**config.mk**
```make
export PLATFORM = sky130hd
export DESIGN_NAME = i2c_regbank_slave
export DESIGN_NICKNAME = d
export VERILOG_FILES = /design/src/rtl/i2c_rb_pkg.sv /design/src/rtl/i2c_rb_linemon.sv /design/src/rtl/i2c_rb_proto.sv /design/src/rtl/i2c_regbank_slave.sv
export SDC_FILE = /design/constraint.sdc
export NUM_CORES = 1
export LEC_CHECK = 0
export ABC_AREA = 0
export BUFFER_PORTS_ARGS = -buffer_cell sky130_fd_sc_hd__buf_2
export CORE_MARGIN = 4
export CORE_UTILIZATION = 50
export DETAILED_ROUTE_END_ITERATION = 12
export HOLD_SLACK_MARGIN = 0.05
export PLACE_DENSITY = 0.84
export SETUP_SLACK_MARGIN = 0.3
export SYNTH_ARGS = -nofsm -noshare
export SYNTH_HDL_FRONTEND = slang
export SYNTH_SLANG_ARGS = --single-unit
```
**constraint.sdc**
```tcl
create_clock -name clk -period 2.3 [get_ports clk]
set_clock_uncertainty 0.15 [all_clocks]
set_input_delay 0.46 -clock clk [delete_from_list [all_inputs] [get_ports clk]]
set_output_delay 0.46 -clock clk [all_outputs]
set_load 0.03 [all_outputs]
```
**src/rtl/i2c_rb_pkg.sv**
```systemverilog
package i2c_rb_pkg;

    localparam int BYTE_W  = 8;
    localparam int DATA_W  = 2 * BYTE_W;
    localparam int CNT_W   = $clog2(BYTE_W + 1);
    localparam logic [4:0] DEV_ADDR_HI = 5'b01011;

    typedef enum logic [2:0] {
        ST_IDLE,
        ST_ADDR,
        ST_ACK_A,
        ST_WR,
        ST_WACK,
        ST_RD,
        ST_RACK
    } proto_st_e;

    typedef enum logic [1:0] {
        WB_PTR_HI,
        WB_PTR_LO,
        WB_DAT_HI,
        WB_DAT_LO
    } wbyte_e;

    typedef struct packed {
        logic scl;
        logic sda;
        logic rise;
        logic fall;
        logic start;
        logic stop;
    } line_ev_t;

    function automatic logic addr_hit(input logic [BYTE_W-1:0] b,
                                      input logic a1, input logic a0);
        return b[BYTE_W-1:1] == {DEV_ADDR_HI, a1, a0};
    endfunction

endpackage

```
**src/rtl/i2c_rb_linemon.sv**
```systemverilog
module i2c_rb_linemon
    import i2c_rb_pkg::*;
#(
    parameter int STAGES = 2
) (
    input  logic     clk,
    input  logic     rst,
    input  logic     scl_i,
    input  logic     sda_i,
    output line_ev_t ev
);
    localparam int NLINES = 2;
    localparam int IDX_SCL = 1;
    localparam int IDX_SDA = 0;

    logic [NLINES-1:0] raw;
    logic [NLINES-1:0] synced;
    logic [NLINES-1:0] prev;

    assign raw = {scl_i, sda_i};

    for (genvar g = 0; g < NLINES; g++) begin : g_line
        logic [STAGES-1:0] chain;
        always_ff @(posedge clk) begin
            if (rst) chain <= '1;
            else     chain <= {chain[STAGES-2:0], raw[g]};
        end
        assign synced[g] = chain[STAGES-1];
    end

    always_ff @(posedge clk) begin
        if (rst) prev <= '1;
        else     prev <= synced;
    end

    always_comb begin
        ev.scl   = synced[IDX_SCL];
        ev.sda   = synced[IDX_SDA];
        ev.rise  = synced[IDX_SCL] & ~prev[IDX_SCL];
        ev.fall  = ~synced[IDX_SCL] & prev[IDX_SCL];
        ev.start = synced[IDX_SCL] & prev[IDX_SCL] & prev[IDX_SDA] & ~synced[IDX_SDA];
        ev.stop  = synced[IDX_SCL] & prev[IDX_SCL] & ~prev[IDX_SDA] & synced[IDX_SDA];
    end

endmodule

```
**src/rtl/i2c_rb_proto.sv**
```systemverilog
module i2c_rb_proto
    import i2c_rb_pkg::*;
#(
    parameter int PTR_W = 10
) (
    input  logic              clk,
    input  logic              rst,
    input  line_ev_t          ev,
    input  logic              strap_a1,
    input  logic              strap_a0,
    input  logic [DATA_W-1:0] rd_data,
    output logic [PTR_W-1:0]  reg_addr,
    output logic              reg_wr_en,
    output logic [DATA_W-1:0] reg_wr_data,
    output logic              sda_oe
);
    localparam logic [CNT_W-1:0] CNT_FULL = CNT_W'(BYTE_W);
    localparam logic [CNT_W-1:0] CNT_LAST = CNT_W'(BYTE_W - 1);

    proto_st_e          st;
    wbyte_e             wsel;
    logic [CNT_W-1:0]   bitcnt;
    logic [BYTE_W-1:0]  shreg;
    logic [BYTE_W-1:0]  tx;
    logic [BYTE_W-1:0]  lo_q;
    logic [BYTE_W-1:0]  ptr_hi_q;
    logic [BYTE_W-1:0]  dat_hi_q;
    logic [PTR_W-1:0]   ptr;
    logic               rw_q;
    logic               rd_lo;
    logic               rack_ok;
    logic               byte_done;

    assign byte_done = ev.fall && (bitcnt == CNT_FULL);

    always_ff @(posedge clk) begin
        if (rst) begin
            st       <= ST_IDLE;
            wsel     <= WB_PTR_HI;
            bitcnt   <= '0;
            shreg    <= '0;
            tx       <= '1;
            lo_q     <= '0;
            ptr_hi_q <= '0;
            dat_hi_q <= '0;
            ptr      <= '0;
            rw_q     <= 1'b0;
            rd_lo    <= 1'b0;
            rack_ok  <= 1'b0;
        end else if (ev.stop) begin
            st     <= ST_IDLE;
            ptr    <= '0;
            bitcnt <= '0;
        end else if (ev.start) begin
            st     <= ST_ADDR;
            bitcnt <= '0;
        end else begin
            unique case (st)
                ST_IDLE: ;
                ST_ADDR: begin
                    if (ev.rise) begin
                        shreg  <= {shreg[BYTE_W-2:0], ev.sda};
                        bitcnt <= bitcnt + CNT_W'(1);
                    end else if (byte_done) begin
                        if (addr_hit(shreg, strap_a1, strap_a0)) begin
                            st   <= ST_ACK_A;
                            rw_q <= shreg[0];
                        end else begin
                            st <= ST_IDLE;
                        end
                    end
                end
                ST_ACK_A: begin
                    if (ev.fall) begin
                        bitcnt <= '0;
                        if (rw_q) begin
                            st    <= ST_RD;
                            tx    <= rd_data[DATA_W-1:BYTE_W];
                            lo_q  <= rd_data[BYTE_W-1:0];
                            rd_lo <= 1'b0;
                        end else begin
                            st   <= ST_WR;
                            wsel <= WB_PTR_HI;
                        end
                    end
                end
                ST_WR: begin
                    if (ev.rise) begin
                        shreg  <= {shreg[BYTE_W-2:0], ev.sda};
                        bitcnt <= bitcnt + CNT_W'(1);
                    end else if (byte_done) begin
                        st <= ST_WACK;
                        unique case (wsel)
                            WB_PTR_HI: begin
                                ptr_hi_q <= shreg;
                                wsel     <= WB_PTR_LO;
                            end
                            WB_PTR_LO: begin
                                ptr  <= PTR_W'({ptr_hi_q, shreg});
                                wsel <= WB_DAT_HI;
                            end
                            WB_DAT_HI: begin
                                dat_hi_q <= shreg;
                                wsel     <= WB_DAT_LO;
                            end
                            WB_DAT_LO: begin
                                ptr  <= ptr + PTR_W'(1);
                                wsel <= WB_DAT_HI;
                            end
                            default: wsel <= WB_PTR_HI;
                        endcase
                    end
                end
                ST_WACK: begin
                    if (ev.fall) begin
                        st     <= ST_WR;
                        bitcnt <= '0;
                    end
                end
                ST_RD: begin
                    if (ev.fall) begin
                        if (bitcnt == CNT_LAST) begin
                            st     <= ST_RACK;
                            bitcnt <= '0;
                            if (rd_lo) ptr <= ptr + PTR_W'(1);
                        end else begin
                            tx     <= {tx[BYTE_W-2:0], 1'b1};
                            bitcnt <= bitcnt + CNT_W'(1);
                        end
                    end
                end
                ST_RACK: begin
                    if (ev.rise) begin
                        rack_ok <= ~ev.sda;
                    end else if (ev.fall) begin
                        if (rack_ok) begin
                            st <= ST_RD;
                            if (rd_lo) begin
                                tx    <= rd_data[DATA_W-1:BYTE_W];
                                lo_q  <= rd_data[BYTE_W-1:0];
                                rd_lo <= 1'b0;
                            end else begin
                                tx    <= lo_q;
                                rd_lo <= 1'b1;
                            end
                        end else begin
                            st <= ST_IDLE;
                        end
                    end
                end
                default: st <= ST_IDLE;
            endcase
        end
    end

    assign reg_addr    = ptr;
    assign reg_wr_en   = (st == ST_WR) && byte_done && (wsel == WB_DAT_LO);
    assign reg_wr_data = {dat_hi_q, shreg};
    assign sda_oe      = (st == ST_ACK_A) || (st == ST_WACK) || ((st == ST_RD) && !tx[BYTE_W-1]);

    AST_STOP_CLEARS_PTR: assert property (@(posedge clk) disable iff (rst)
        ev.stop |=> (reg_addr == '0));
    AST_PTR_STEP_ON_WRITE: assert property (@(posedge clk) disable iff (rst)
        reg_wr_en |=> (reg_addr == $past(reg_addr) + PTR_W'(1)));
    AST_WR_SINGLE_PULSE: assert property (@(posedge clk) disable iff (rst)
        reg_wr_en |=> !reg_wr_en);
    AST_OE_MOVES_SCL_LOW: assert property (@(posedge clk) disable iff (rst)
        ($rose(sda_oe) || $fell(sda_oe)) |-> !ev.scl);
    AST_NO_WRITE_ON_READ: assert property (@(posedge clk) disable iff (rst)
        (st == ST_RD) |-> !reg_wr_en);

endmodule

```
**src/rtl/i2c_regbank_slave.sv**
```systemverilog
module i2c_regbank_slave
    import i2c_rb_pkg::*;
#(
    parameter int PTR_W       = 10,
    parameter int SYNC_STAGES = 2
) (
    input  logic              clk,
    input  logic              rst,
    input  logic              scl_i,
    input  logic              sda_i,
    output logic              sda_oe,
    input  logic              strap_a1,
    input  logic              strap_a0,
    output logic [PTR_W-1:0]  reg_addr,
    output logic              reg_wr_en,
    output logic [DATA_W-1:0] reg_wr_data,
    input  logic [DATA_W-1:0] reg_rd_data
);
    line_ev_t ev;

    i2c_rb_linemon #(.STAGES(SYNC_STAGES)) u_linemon (
        .clk   (clk),
        .rst   (rst),
        .scl_i (scl_i),
        .sda_i (sda_i),
        .ev    (ev)
    );

    i2c_rb_proto #(.PTR_W(PTR_W)) u_proto (
        .clk         (clk),
        .rst         (rst),
        .ev          (ev),
        .strap_a1    (strap_a1),
        .strap_a0    (strap_a0),
        .rd_data     (reg_rd_data),
        .reg_addr    (reg_addr),
        .reg_wr_en   (reg_wr_en),
        .reg_wr_data (reg_wr_data),
        .sda_oe      (sda_oe)
    );

endmodule

```
======== Word-level counts from Yosys, hierarchy flattened ========
Index checks and enable logic that the tools add are counted.
storage, ports and cells
  register bits ........................... 62
  bits of input ports ..................... 22
  output and inout port bits .............. 28
cells by class
  $add $sub $neg .......................... 2
  bitwise operators ....................... 15
  muxes and demuxes ....................... 56
  equal/unequal tests ..................... 42
  reductions and logical operators ........ 32
operators by type and width
  cell                     count
  $mux W8                  14
  $mux W10                 5
  $pmux W10 S2             2
  $mux W3                  12
  $ne A2 B1 Y1 const B     13
  $pmux W8 S3              1
  $reduce_and A11 Y1       2
  $ne A3 B2 Y1 const B     7
  $pmux W3 S7              1
  $reduce_and A6 Y1        3
  $mux W4                  4
  $pmux W8 S2              1
  $reduce_and A8 Y1        2
  $ne A2 B2 Y1 const B     6
  $ne A3 B3 Y1 const B     4
  $pmux W4 S3              1
  $reduce_and A4 Y1        3
  $add A10 B1 Y10 const B  1
  $mux W2                  5
  $reduce_and A10 Y1       1
  $eq A3 B3 Y1 const B     3
  $reduce_and A9 Y1        1
  $not A1 Y1               8
  $reduce_or A2 Y1         4
  22 further kinds         43

======== Logic depth before layout (Yosys ltp) ========
Gate-level depths: netlist of the first run.
  word-level depth ........................ 7
  gate-level depth with buffers ........... 8

======== Modules after synthesis ========
A second synthesis of the first run with hierarchy kept.
unflattened totals
  cell total of the unflattened synthesis .. 343
  area total of the unflattened synthesis .. 3045.4 um2
modules (own cells, without submodules)
  module          area each (um2)  seq. area each (um2)  times used  cells an instance
  i2c_rb_proto    2840.2           1121.1                1           325
  i2c_rb_linemon  205.2            120.1                 1           18

======== Worst setup path before layout of the first run ========
Ideal clock, no wire load.
  kind .................................... register -> output
  start point ............................. register u_proto.bitcnt[0]
  end point ............................... output port reg_wr_en
  data required time ...................... 1690 ps
  slack ................................... -247 ps
  data arrival time ....................... 1937 ps
  cell stages (with the launch flop) ...... 6
  buffers on the path ..................... 0
  cell sequence ........................... dfxtp_1 > inv_1 > ha_1 > nand4b_4 > or2_4 > nor4_1
between the ends
  cells in the longest elaborated chain, start to end .. 4
RTL lines
  item                               RTL line                 text
  from (decl)                        i2c_rb_proto.sv:22       logic [CNT_W-1:0] bitcnt;
  from (signal assigned)             i2c_rb_proto.sv:63       bitcnt <= bitcnt + CNT_W'(1);
  from (signal assigned)             i2c_rb_proto.sv:90       bitcnt <= bitcnt + CNT_W'(1);
  from (signal assigned)             i2c_rb_proto.sv:128      bitcnt <= bitcnt + CNT_W'(1);
  $eq A4 B4 Y1                       i2c_rb_proto.sv:34       assign byte_done = ev.fall && (bitcnt == CNT_FULL);
  $logic_and A1 B1 Y1                i2c_rb_proto.sv:34
  $logic_and A1 B1 Y1 (2 in series)  i2c_rb_proto.sv:157      assign reg_wr_en = (st == ST_WR) && byte_done && (wsel == WB_DAT_LO);
  to (decl)                          i2c_regbank_slave.sv:15  output logic reg_wr_en,
No other way between the ends.

======== Final worst setup path of the first run ========
  start point ............................. register u_proto.wsel[0]
  end point ............................... output port reg_wr_en
between the ends
  cells in the longest elaborated chain, start to end .. 2
RTL lines
  item                    RTL line             text
  from (decl)             i2c_rb_proto.sv:21   wbyte_e wsel;
  from (signal assigned)  i2c_rb_proto.sv:39   wsel <= WB_PTR_HI;
  from (signal assigned)  i2c_rb_proto.sv:83   wsel <= WB_PTR_HI;
  from (signal assigned)  i2c_rb_proto.sv:96   wsel <= WB_PTR_LO;
  $eq A2 B2 Y1            i2c_rb_proto.sv:157
  $logic_and A1 B1 Y1     i2c_rb_proto.sv:157
No other way between the ends.

==> results of run 1 <==
==> final cells by class <==
type                       count  area [um2]  share of cell area (%)
timing repair buffer          78       506.7                   12.96
multi-input combinational    280        1823                   46.64
sequential                    62        1257                   32.17
tap                           75       93.84                   2.401
clock inverter                 5       57.56                   1.472
inverter                       5       18.77                  0.4802
clock buffer                  11       151.4                   3.873
==> cell usage after synthesis (3+ instances only) <==
| library cell | count | area share [%] |
|---|---|---|
| a21oi_1 | 30 | 4.9 |
| a221oi_1 | 7 | 2.0 |
| a31oi_1 | 13 | 2.6 |
| and3_1 | 5 | 1.0 |
| buf_2 | 6 | 0.98 |
| clkbuf_1 | 14 | 1.7 |
| dfxtp_1 | 62 | 40 |
| ha_1 | 3 | 1.2 |
| inv_1 | 5 | 0.61 |
| mux2i_1 | 20 | 6.5 |
| nand2_1 | 51 | 6.2 |
| nand2b_1 | 3 | 0.61 |
| nand3_1 | 10 | 1.6 |
| nand3b_1 | 4 | 0.98 |
| nor2_1 | 38 | 4.6 |
| nor2b_1 | 5 | 1.0 |
| nor3_1 | 11 | 1.8 |
| nor4_1 | 4 | 0.81 |
| o21ai_0 | 10 | 1.6 |
| o31ai_1 | 4 | 0.98 |
| or2_2 | 9 | 1.8 |
| xor2_1 | 4 | 1.1 |
==> per-stage QoR <==
| step | instances | hold WS [ps] | utilization [%] | setup WS [ps] | instance area (um2) |
|---|---|---|---|---|---|
| finish | 516 | 139.2 | 65.63 | 115.6 | 3909 |
| floorplan | 370 | 239.5 | - | 279.5 | 3100 |
| global route | 516 | 131.6 | 65.63 | 19.33 | 3909 |
| detailed placement | 485 | 253.7 | 57.88 | 222.1 | 3447 |
| global placement | 485 | 244.1 | 57.88 | 272.0 | 3447 |
| CTS | 506 | 129.6 | 62.69 | 113.1 | 3734 |
==> sequential cells by signal, summed over array words and instances (netlist names) <==
| name | flops |
|---|---|
| u_proto.reg_addr | 10 |
| u_proto.dat_hi_q | 8 |
| u_proto.lo_q | 8 |
| u_proto.shreg | 8 |
| u_proto.tx | 8 |
| u_linemon.g_line.chain | 4 |
| u_proto.bitcnt | 4 |
| u_proto.st | 3 |
| u_linemon.prev | 2 |
| u_proto.ptr_hi_q | 2 |
| u_proto.wsel | 2 |
| u_proto.rack_ok | 1 |
| u_proto.rd_lo | 1 |
| u_proto.rw_q | 1 |
==> worst min-delay path by stage <==
stage / from / endpoint / slack [ps] / cells after the start
floorplan: u_linemon.g_line[0].chain[0] / u_linemon.g_line[0].chain[1] / 240 / 1
global placement: u_linemon.g_line[0].chain[0] / u_linemon.g_line[0].chain[1] / 240 / 1
detailed placement: u_linemon.g_line[0].chain[0] / u_linemon.g_line[0].chain[1] / 250 / 1
CTS: sda_i / u_linemon.g_line[0].chain[0] / 130 / 2
global route: sda_i / u_linemon.g_line[0].chain[0] / 130 / 2
finish: sda_i / u_linemon.g_line[0].chain[0] / 140 / 2
==> repair_timing <==
action	4_1_cts	5_1_grt
endpoints found under the setup margin	17	30
pin swaps	2	12
hold buffers	0	0
gates cloned	0	1
setup buffers	5	9
gates resized for setup	15	22
==> power by group through the flow <==
stage                     Clock, mW  Sequential (mW)  Combinational [mW]
after global routing           1.07             1.08              0.0973
after floorplan                   0             1.11              0.0537
after detailed placement          0             1.11              0.0840
after global placement            0             1.11              0.0828
after CTS                      1.02             1.09              0.0853
final                          1.01             1.08              0.0885
==> per-layer routing <==
layer | vias to the layer above | global-route usage [%] | wire, um
met5 | - | 0 | 0
met4 | 0 | 8.357 | 197
met3 | 28 | 6.369 | 535
met2 | 130 | 36.51 | 4106
met1 | 1465 | 28.56 | 3633
li1 | 1468 | - | -
==> cell families after synthesis <==
family	after synthesis
compound gates	92
xor+xnor	5
fa+ha+maj	3
buf+inv	28
flops	62
mux	21
simple gates	159
==> cell usage in the layout, fill, tap and decap left out, types with 5 or more instances in the layout <==
master,instances
o21ai_0,9
dfxtp_1,55
and3_1,5
nand3_1,10
or2_2,9
buf_6,7
a31oi_1,13
a21oi_1,29
nor3_1,11
buf_2,47
nand2_1,51
clkbuf_8,11
a221oi_1,7
mux2i_1,20
nor2_1,37
buf_4,23
==> worst max-delay path, delay by kind of cell (launching register included) <==
kind          cells  cell delay [ps]
flops             1              520
buf+inv           1              200
simple gates      2              510
==> impl_results.md, run 1 <==
* Reg power frac at 49.6%
* CP Launch Type: flop
* Sequential-to-total area share from yosys stat at between 40% and 50%
* Initial Util at a little over 50%
* Global-route wire length before repair at 13.41 mm
* Synth-to-layout area growth at 27.30%
* H-tree depth at 3
* Die Wd at about 86 um
* Worst path cell trace: nand2_1 -> nor4_4 -> buf_4
* Number of max-cap violations at 0
* Cell leakage power at 1.544 nW
* Simple-Gate Fraction of Synth Area at 26.65%
* Psw at approximately 510 uW
* Post-synthesis adder-cell area fraction at 1.222%
* Sw Share at a little under a quarter
* EDFF count, synth at 0
* Setup-failing EPs final at 0
* Max Buffers Root-to-Sink at 2
* DR pass1 iterations at 5
* WL/cell at 16.42 um
* Hold Crit Class: input pin to flop
* Post-DRT Antenna Nets at 0
* Final #Nets at 461
* Maximum vdd drop at between 500 and 600 uV
* Hpwl dp at about 5.6 mm
* Critical path data arrival time at 1570 ps
* Pwr Density at 559.5 nW/um2
* R2R setup slack at 230 ps
* Status: finished, final reports clean
* Number of port buffers at 49
* RR Endpoint: u_proto.reg_addr[1]
* Fraction of layout cells with a size suffix above 1 at 30.84%
* Synth Net Count at 395
* Period utilisation layout at 94.97%
* Largest family of logic cells by synthesized area: simple AND/OR/NAND/NOR gates
* WL final at 8.472 mm
* N_diodes at 0
* TritonCTS buffer count at 9
* CP max stage cell: dfxtp_1
* Worst Reg2Reg Path Length in Cells at 9
* # rows at 28
* Initial DRC count at between 300 and 400
* Main synth FF type: dfxtp_1
* Asr flop ratio synth at 0%
* Largest net degree at the start of global routing at 30
* Synth Register Bits at between 60 and 70
* Int Power at roughly 1.7 mW
* DRC viols at 0
* Max Freq at 0.4578 GHz
* CP max FO at 8
* CP Class: flop to output port
* R2R Path Start: u_proto.bitcnt[0]
* Yosys cell types at 59
* Mux share of post-synthesis cell area at 6.887%
* RSZ-0062 raised after global routing: yes
* Worst path max stage delay at 520 ps
* Sink Count at 62
* Final hold vios at 0
* Number of global-route vias before repair at 2,844
* Slew margin rel. at between 60 and 70%
* Worst-Margin Slew at 552.9 ps
* Synth Area in Compound Gates at 19.60%
* Clock Latency Late Sink at around 350 ps
* Clk pwr share at 46.4%
* Post-Route Setup TNS at 0 ps
* Avg Vias per Cell at 5.990
* Critical path capture point type: output port
* Boundary Pins at 50
* XOR/XNOR share of the synthesized area at 1.426%
* Clk root buf: clkbuf_8
* RePlAce Congestion at 0.9342
* End point of the critical path: reg_wr_en
* Synth warnings at 0
* Setup crit start: u_proto.wsel[0]
* Core area at 5956 um2
* Tmin final at 2184 ps
* Mapped Area at 3070 um2
* Grt ovf at 0
* Cell count after synthesis at 370
* Antenna violations before repair at 0
* Max-slew violation count at 0
* Crit path required time at around 1700 ps
* Die ar. at 7459 um2
* Design Power at roughly 2.2 mW
* Vias at 3,091
* Combinational power share at 4.0%
* GRT Total Usage at 22.54%
* Synth Area per Inst at 8.299 um2
* Reg clk slew, reported paths at 70 ps
* TritonCTS clock tree: built
* Die Ht at 86.37 um
* Fillers at 479
Power figures use the tool's default switching activity.
==> inputs of run 2 (changes only) <==
- ABC_AREA: 0 -> 1
- CELL_PAD_IN_SITES_DETAIL_PLACEMENT: unset -> 1
- CELL_PAD_IN_SITES_GLOBAL_PLACEMENT: unset -> 1
- CORE_UTILIZATION: 50 -> 40
- PLACE_DENSITY: 0.84 -> 0.92
==> run 2 against run 1 <==
First-iteration DRC count down 64%. Fmax grew 3.0%. Wire length grew 34%. Area after synthesis up 9.7%. Critical endpoint is now sda_oe. Largest cell class unchanged. Clock power shrank 19%. Global-route usage decreased by 0.39 points. Combinational power grew 23%. Count of clock-buffer cells in the layout up 1.
==> impl_results.md, run 2 <==
* Status: finished, final reports clean
* Reg power frac at 53.9% (+4.3 points)
* GRT Total Usage at 22.15% (-0.39 points)
* Synth Net Count at 550 (+39%)
* CP Launch Type: flop
* Grt ovf at 0 (unchanged)
* Asr flop ratio synth at 0% (unchanged)
* Hpwl dp at 7.710 mm (+38%)
* Critical path capture point type: output port
* Crit path required time at 1690 ps (about the same)
* Design Power at 2.013 mW (-8.0%)
* Synth-to-layout area growth at 23.54%
* Clk pwr share at 40.7% (-5.7 points)
* Cell leakage power at 2.008 nW (+30%)
* Int Power at 1.524 mW (-8.9%)
* Vias at 3,729 (+21%)
* Top cells by area, synth: dfxtp_1 37%, nand2_1 18%, nor2_1 7.9%
* Sink Count at 62 (unchanged)
* Fillers at 1,106 (+130%)
* XOR/XNOR share of the synthesized area at 0.5199% (-0.91 points)
* Worst path cell trace: buf_4 -> nor2_4 -> nand2_2 -> o21ai_2 -> inv_1 -> o21ai_1 -> buf_4
* TritonCTS clock tree: built
* Number of port buffers at 49 (unchanged)
* Clk root buf: clkbuf_8
* Pwr Density at 483.5 nW/um2 (-14%)
* CP most frequent cell: buf_4
* WL final at 11.36 mm (+34%)
* Largest family of logic cells by synthesized area: simple AND/OR/NAND/NOR gates
* Main synth FF type: dfxtp_1
* Reg clk slew, reported paths at 70 ps (about the same)
* Antenna violations before repair at 0 (unchanged)
* Share of the synthesized area in the top cell type at 36.84% (-3.6 points)
* DRC viols at 0 (unchanged)
* Clock Latency Late Sink at 350 ps (about the same)
* CP max stage cell: dfxtp_4
* Synth warnings at 0 (unchanged)
* Max Freq at 0.4718 GHz (+3.0%)
* Die Wd at 99.78 um (+16%)
* RSZ-0062 raised after global routing: yes
* Smallest hold slack at 138.5 ps (-0.6240 ps)
* Most common cell in the netlist: nand2_1
* Core area at 8217 um2 (+38%)
* Post-synth top cells: 160 x nand2_1, 71 x nor2_1, 62 x dfxtp_1
* Mapped Area at 3369 um2 (+9.7%)
* Combinational power share at 5.4% (+1.4 points)
* Fin cells at 708 (+37%)
* Critical path data arrival time at 1510 ps (-60 ps)
* Synth Area in Compound Gates at 10.92% (-8.7 points)
* Initial Util at 41.01% (-11 points)
* Largest register FFs at 10 (unchanged)
* Psw at 488.8 uW (-5.0%)
* Fraction of layout cells with a size suffix above 1 at 23.71% (-7.1 points)
* Largest net degree at the start of global routing at 25 (-17%)
* CP Class: flop to output port
* Die Ht at 99.78 um (+16%)
* Final hold vios at 0 (unchanged)
* Inst Count DP at 671 (+38%)
* RePlAce Congestion at 0.8991 (-3.8%)
* Setup-failing EPs final at 0 (unchanged)
* Simple-Gate Fraction of Synth Area at 41.11% (+14 points)
* TritonCTS buffer count at 9 (unchanged)
* N_diodes at 0 (unchanged)
* Cts hold-fix bufs at 0 (unchanged)
* DR pass1 iterations at 4 (-1)
* Number of global-route vias before repair at 3,757 (+32%)
* Worst path max stage delay at 390 ps (-130 ps)
* Synth Register Bits at 62 (unchanged)
* Cell count after synthesis at 525 (+42%)
* H-tree depth at 3 (unchanged)
* Slew margin rel. at 57.80% (-5.1 points)
* Synth Area per Inst at 6.418 um2 (-23%)
* Boundary Pins at 50 (unchanged)
* Avg Vias per Cell at 5.267 (-12%)
* Max-slew violation count at 0 (unchanged)
* Sw Share at 24.28% (+0.75 points)
* Tmin final at 2120 ps (-64.60 ps)
* Yosys cell types at 35 (-41%)
* Post-Route Setup TNS at 0 ps (unchanged)
* EDFF count, synth at 0 (unchanged)
* Global-route wire length before repair at 17.64 mm (+32%)
* WL/cell at 16.05 um (-2.3%)
* Post-DRT Antenna Nets at 0 (unchanged)
* Die ar. at 9956 um2 (+33%)
* # rows at 33 (+18%)
* Most frequent cells in the layout: 152 x nand2_1, 69 x nor2_1, 56 x dfxtp_1
* CP max FO at 8 (unchanged)
* Period utilisation layout at 92.16% (-2.8 points)
* Most common cell after layout, fill and taps aside: nand2_1
* Post-synthesis adder-cell area fraction at 1.114% (-0.11 points)
* Sequential-to-total area share from yosys stat at 36.84% (-3.6 points)
* Number of max-cap violations at 0 (unchanged)
* Initial DRC count at 124 (-64%)
* Final #Nets at 625 (+36%)
* Yosys top cell by area: dfxtp_1
* Maximum vdd drop at 285.8 uV (-52%)
* Worst-Margin Slew at 632.2 ps (+79.36 ps)
* Mux share of post-synthesis cell area at 0% (-6.9 points)
* Hold Crit Class: input pin to flop
* Max Buffers Root-to-Sink at 2 (unchanged)
[run 2: cell count changes after synthesis, sizes merged, moves of 12 or more]
cell | before | now
nand2 | 51 | 164
inv | 5 | 62
nor2 | 39 | 79
nand3 | 10 | 49
o21ai | 12 | 36
mux2i | 20 | 0
a31oi | 13 | 1
[run 2: cell families after synthesis]
group,count (synthesis)
compound gates,71
xor+xnor,2
fa+ha+maj,3
buf+inv,76
flops,62
simple gates,311
[run 2: metrics by stage]
| stage | utilization, % | instance area [um2] | setup slack (ps) |
|---|---|---|---|
| CTS | 48.70 | 4001 | 151.7 |
| finish | 50.66 | 4163 | 180.2 |
| floorplan | - | 3385 | 391.3 |
| detailed placement | 45.24 | 3717 | 89.32 |
| global route | 50.66 | 4163 | 120.7 |
| global placement | 45.24 | 3717 | 220.3 |
[run 2: power by group through the flow]
| stage | sequential, mW | combinational (mW) | clock [mW] |
|---|---|---|---|
| floorplan | 1.11 | 0.0581 | 0 |
| global placement | 1.11 | 0.0931 | 0 |
| detailed placement | 1.11 | 0.0976 | 0 |
| CTS | 1.08 | 0.0995 | 0.842 |
| global route | 1.08 | 0.123 | 0.890 |
| finish | 1.08 | 0.109 | 0.820 |
[run 2: critical path, delay by kind of cell (launching register included)]
family                 cells  cell delay [ps]
buffers and inverters      3              420
DFF                        1              390
and+or+nand+nor            2              180
AOI/OAI and AO/OA          2              170
[run 2: worst paths after layout]
check / startpoint / end / slack (ps) / cells after the start
worst max-delay path: u_proto.st[0] / sda_oe / 180 / 7
worst min-delay path: scl_i / u_linemon.g_line[1].chain[0] / 140 / 2
worst max register to register: u_proto.bitcnt[1] / u_proto.reg_addr[3] / 390 / 12
worst min register to register: u_linemon.g_line[1].chain[0] / u_linemon.g_line[1].chain[1] / 260 / 1
[run 2: per-layer routing]
| metal | routed length [um] | global-route usage (%) | vias to the layer above |
|---|---|---|---|
| met5 | 0 | 0 | - |
| met1 | 4526 | 24.24 | 1792 |
| met3 | 487 | 4.934 | 29 |
| met4 | 364 | 9.874 | 0 |
| met2 | 5982 | 40.58 | 92 |
| li1 | - | - | 1816 |
[run 2: repair_timing]
action,4_1_cts,5_1_grt
hold endpoints to repair,0,0
buffers inserted,9,13
gates cloned,0,1
endpoints found under the setup margin,36,34
resized for setup,27,13
pin swaps,4,6
[run 2: final cells by class]
type                    instances  area [um2]  share of cell area (%)
multi-input cells             388        1906                   45.78
flip-flops and latches         62        1256                   30.18
repair buffers                 76       465.4                   11.18
inverters                      63       249.0                   5.981
clock buffers                  12       145.1                   3.487
well taps                     105       131.4                   3.156
clock inverters                 2       10.01                  0.2405
==> inputs of run 3 (changes only) <==
- GPL_TIMING_DRIVEN: unset -> 0
- PLACE_DENSITY: 0.92 -> unset
- PLACE_DENSITY_LB_ADDON: unset -> 0.1
==> run 3 against run 2 <==
Fmax is 5.5% higher. Combinational power barely moved. Clock power grew 23%. Die area is the same. Design area rose by 2.5%. Flip-flop and latch count did not move. Count of clock-buffer cells in the layout grew 1.
==> impl_results.md, run 3 (synthesis gave the netlist of run 2 again) <==
* Status: finished, final reports clean
* R2R Path Start: u_proto.st[0]
* Most common cell after layout, fill and taps aside: nand2_1
* Max Buffers Root-to-Sink at 2 (unchanged)
* Critical path data arrival time at 1400 ps (-110 ps)
* # rows at 33 (unchanged)
* Worst-Margin Slew at 558.1 ps (-74.18 ps)
* Die Wd at 99.78 um (unchanged)
* Fraction of layout cells with a size suffix above 1 at 24.72% (+1.0 points)
* R2R setup slack at 410 ps (+20 ps)
* Largest register FFs at 10 (unchanged)
* GRT Total Usage at 21.72% (-0.43 points)
* Slew margin rel. at 62.80% (+5.0 points)
* DRC viols at 0 (unchanged)
* Fillers at 1,134 (+2.5%)
* Die Ht at 99.78 um (unchanged)
* Vias at 3,658 (-1.9%)
* Cts hold-fix bufs at 0 (unchanged)
* CP Class: flop to output port
* Post-DRT Antenna Nets at 0 (unchanged)
* N_diodes at 0 (unchanged)
* DR pass1 iterations at 4 (unchanged)
* Crit path required time at 1690 ps (about the same)
* Hold_sp: sda_i
* Footprint of the multi-input gates at 1903 um2 (-0.13%)
* Hold depth at 2 (unchanged)
* Largest net degree at the start of global routing at 11 (-56%)
* Cell leakage power at 2.057 nW (+2.5%)
* Antenna violations before repair at 0 (unchanged)
* Setup-failing EPs final at 0 (unchanged)
* Final hold vios at 0 (unchanged)
* Pwr Density at 517.1 nW/um2 (+7.0%)
* Tmin final at 2008 ps (-111.3 ps)
* Storage cell area at 1250 um2 (-0.50%)
* WL final at 10.56 mm (-7.0%)
* Die ar. at 9956 um2 (unchanged)
* Reg clk slew, reported paths at 70 ps (about the same)
* Avg Vias per Cell at 5.081 (-3.5%)
* Post-Route Setup TNS at 0 ps (unchanged)
* Number of port buffers at 49 (unchanged)
* Hold EP: u_linemon.g_line[0].chain[0]
* Core area at 8217 um2 (unchanged)
* Number of global-route vias before repair at 3,697 (-1.6%)
* TritonCTS buffer count at 9 (unchanged)
* Most frequent cells in the layout: 154 x nand2_1, 67 x nor2_1, 57 x dfxtp_1
* RePlAce Congestion at 0.9044 (+0.59%)
* Finished Core Util at 51.91% (+1.2 points)
* Initial Util at 41.01% (unchanged)
* Smallest hold slack at 141.7 ps (+3.135 ps)
* CP Launch Type: flop
* Period utilisation layout at 87.32% (-4.8 points)
* Number of max-cap violations at 0 (unchanged)
* RR Endpoint: u_proto.lo_q[0]
* Clk root buf: clkbuf_8
* Maximum vdd drop at 254.5 uV (-11%)
* TritonCTS clock tree: built
* CP max FO at 4 (-4)
* Critical path capture point type: output port
* Worst Reg2Reg Path Length in Cells at 12 (unchanged)
* Clock Latency Late Sink at 350 ps (about the same)
* Final #Nets at 635 (+1.6%)
* Grt ovf at 0 (unchanged)
* H-tree depth at 3 (unchanged)
* Max-slew violation count at 0 (unchanged)
* Global-route wire length before repair at 17.37 mm (-1.5%)
* Synth-to-layout area growth at 26.59%
* Hold Crit Class: input pin to flop
* Max Freq at 0.4979 GHz (+5.5%)
* Hpwl dp at 7.490 mm (-2.9%)
* Initial DRC count at 142 (+15%)
* RSZ-0062 raised after global routing: yes
* Sink Count at 62 (unchanged)
* WL/cell at 14.67 um (-8.6%)
* Boundary Pins at 50 (unchanged)
run 3: changes by cell type in the layout (fill, tap and decap cells not counted), sizes merged:
cell and change:
nor2 -1, clkbuf +7, buf +5, bufinv +1, clkinvlp +1, clkinv -1
run 3: worst max-delay path, cell delays in order (launching register included):
cell	delay, ps
dfxtp_2	330
buf_6	110
nand2_2	70
nor2_4	120
inv_4	50
nor4_4	210
buf_6	160
run 3: how the worst max path moves through the flow:
stage | end | startpoint
detailed placement | u_proto.bitcnt[1] | rst
global placement | u_proto.bitcnt[2] | rst
floorplan | sda_oe | u_proto.st[1]
finish | reg_wr_en | u_proto.st[0]
global route | reg_wr_en | u_proto.bitcnt[1]
CTS | sda_oe | u_proto.st[2]
run 3: what timing repair did:
item / 4_1_cts / 5_1_grt
gates cloned: 0 / 1
endpoints found under the hold margin: 0 / 0
setup endpoints to repair: 12 / 32
pin swaps: 5 / 5
buffers inserted: 14 / 10
gates resized for setup: 26 / 18
run 3: metal layers:
metal	part of all wire (%)	track usage, %
met2	52	40.89
met3	3.8	4.031
met4	2.3	7.878
met1	42	24.11
met5	0	0
run 3: power by group:
part	switching, mW	internal [mW]	total, mW	leakage, nW
Combinational	0.0690	0.0402	0.109	1.46
Sequential	0.00445	1.08	1.08	0.503
Clock	0.455	0.559	1.01	0.0996
Total	0.528	1.68	2.21	2.06
run 3: final cells by class:
type | instances | area share [%]
Multi-Input combinational cell | 387 | 44.62
Sequential cell | 62 | 29.30
Timing Repair Buffer | 74 | 10.38
Inverter | 63 | 5.779
Clock buffer | 13 | 3.725
Tap cell | 105 | 3.080
Buffer | 13 | 2.112
Clock inverter | 3 | 0.9974
run 3: stage by stage:
stage	setup slack, ps	cells	power, mW	cell area [um2]
after floorplan	391.3	525	1.167	3385
after global placement	33.30	679	1.207	3761
after detailed placement	23.92	679	1.210	3761
after CTS	241.1	709	2.217	4134
after global routing	209.4	720	2.301	4265
final	291.6	720	2.206	4265
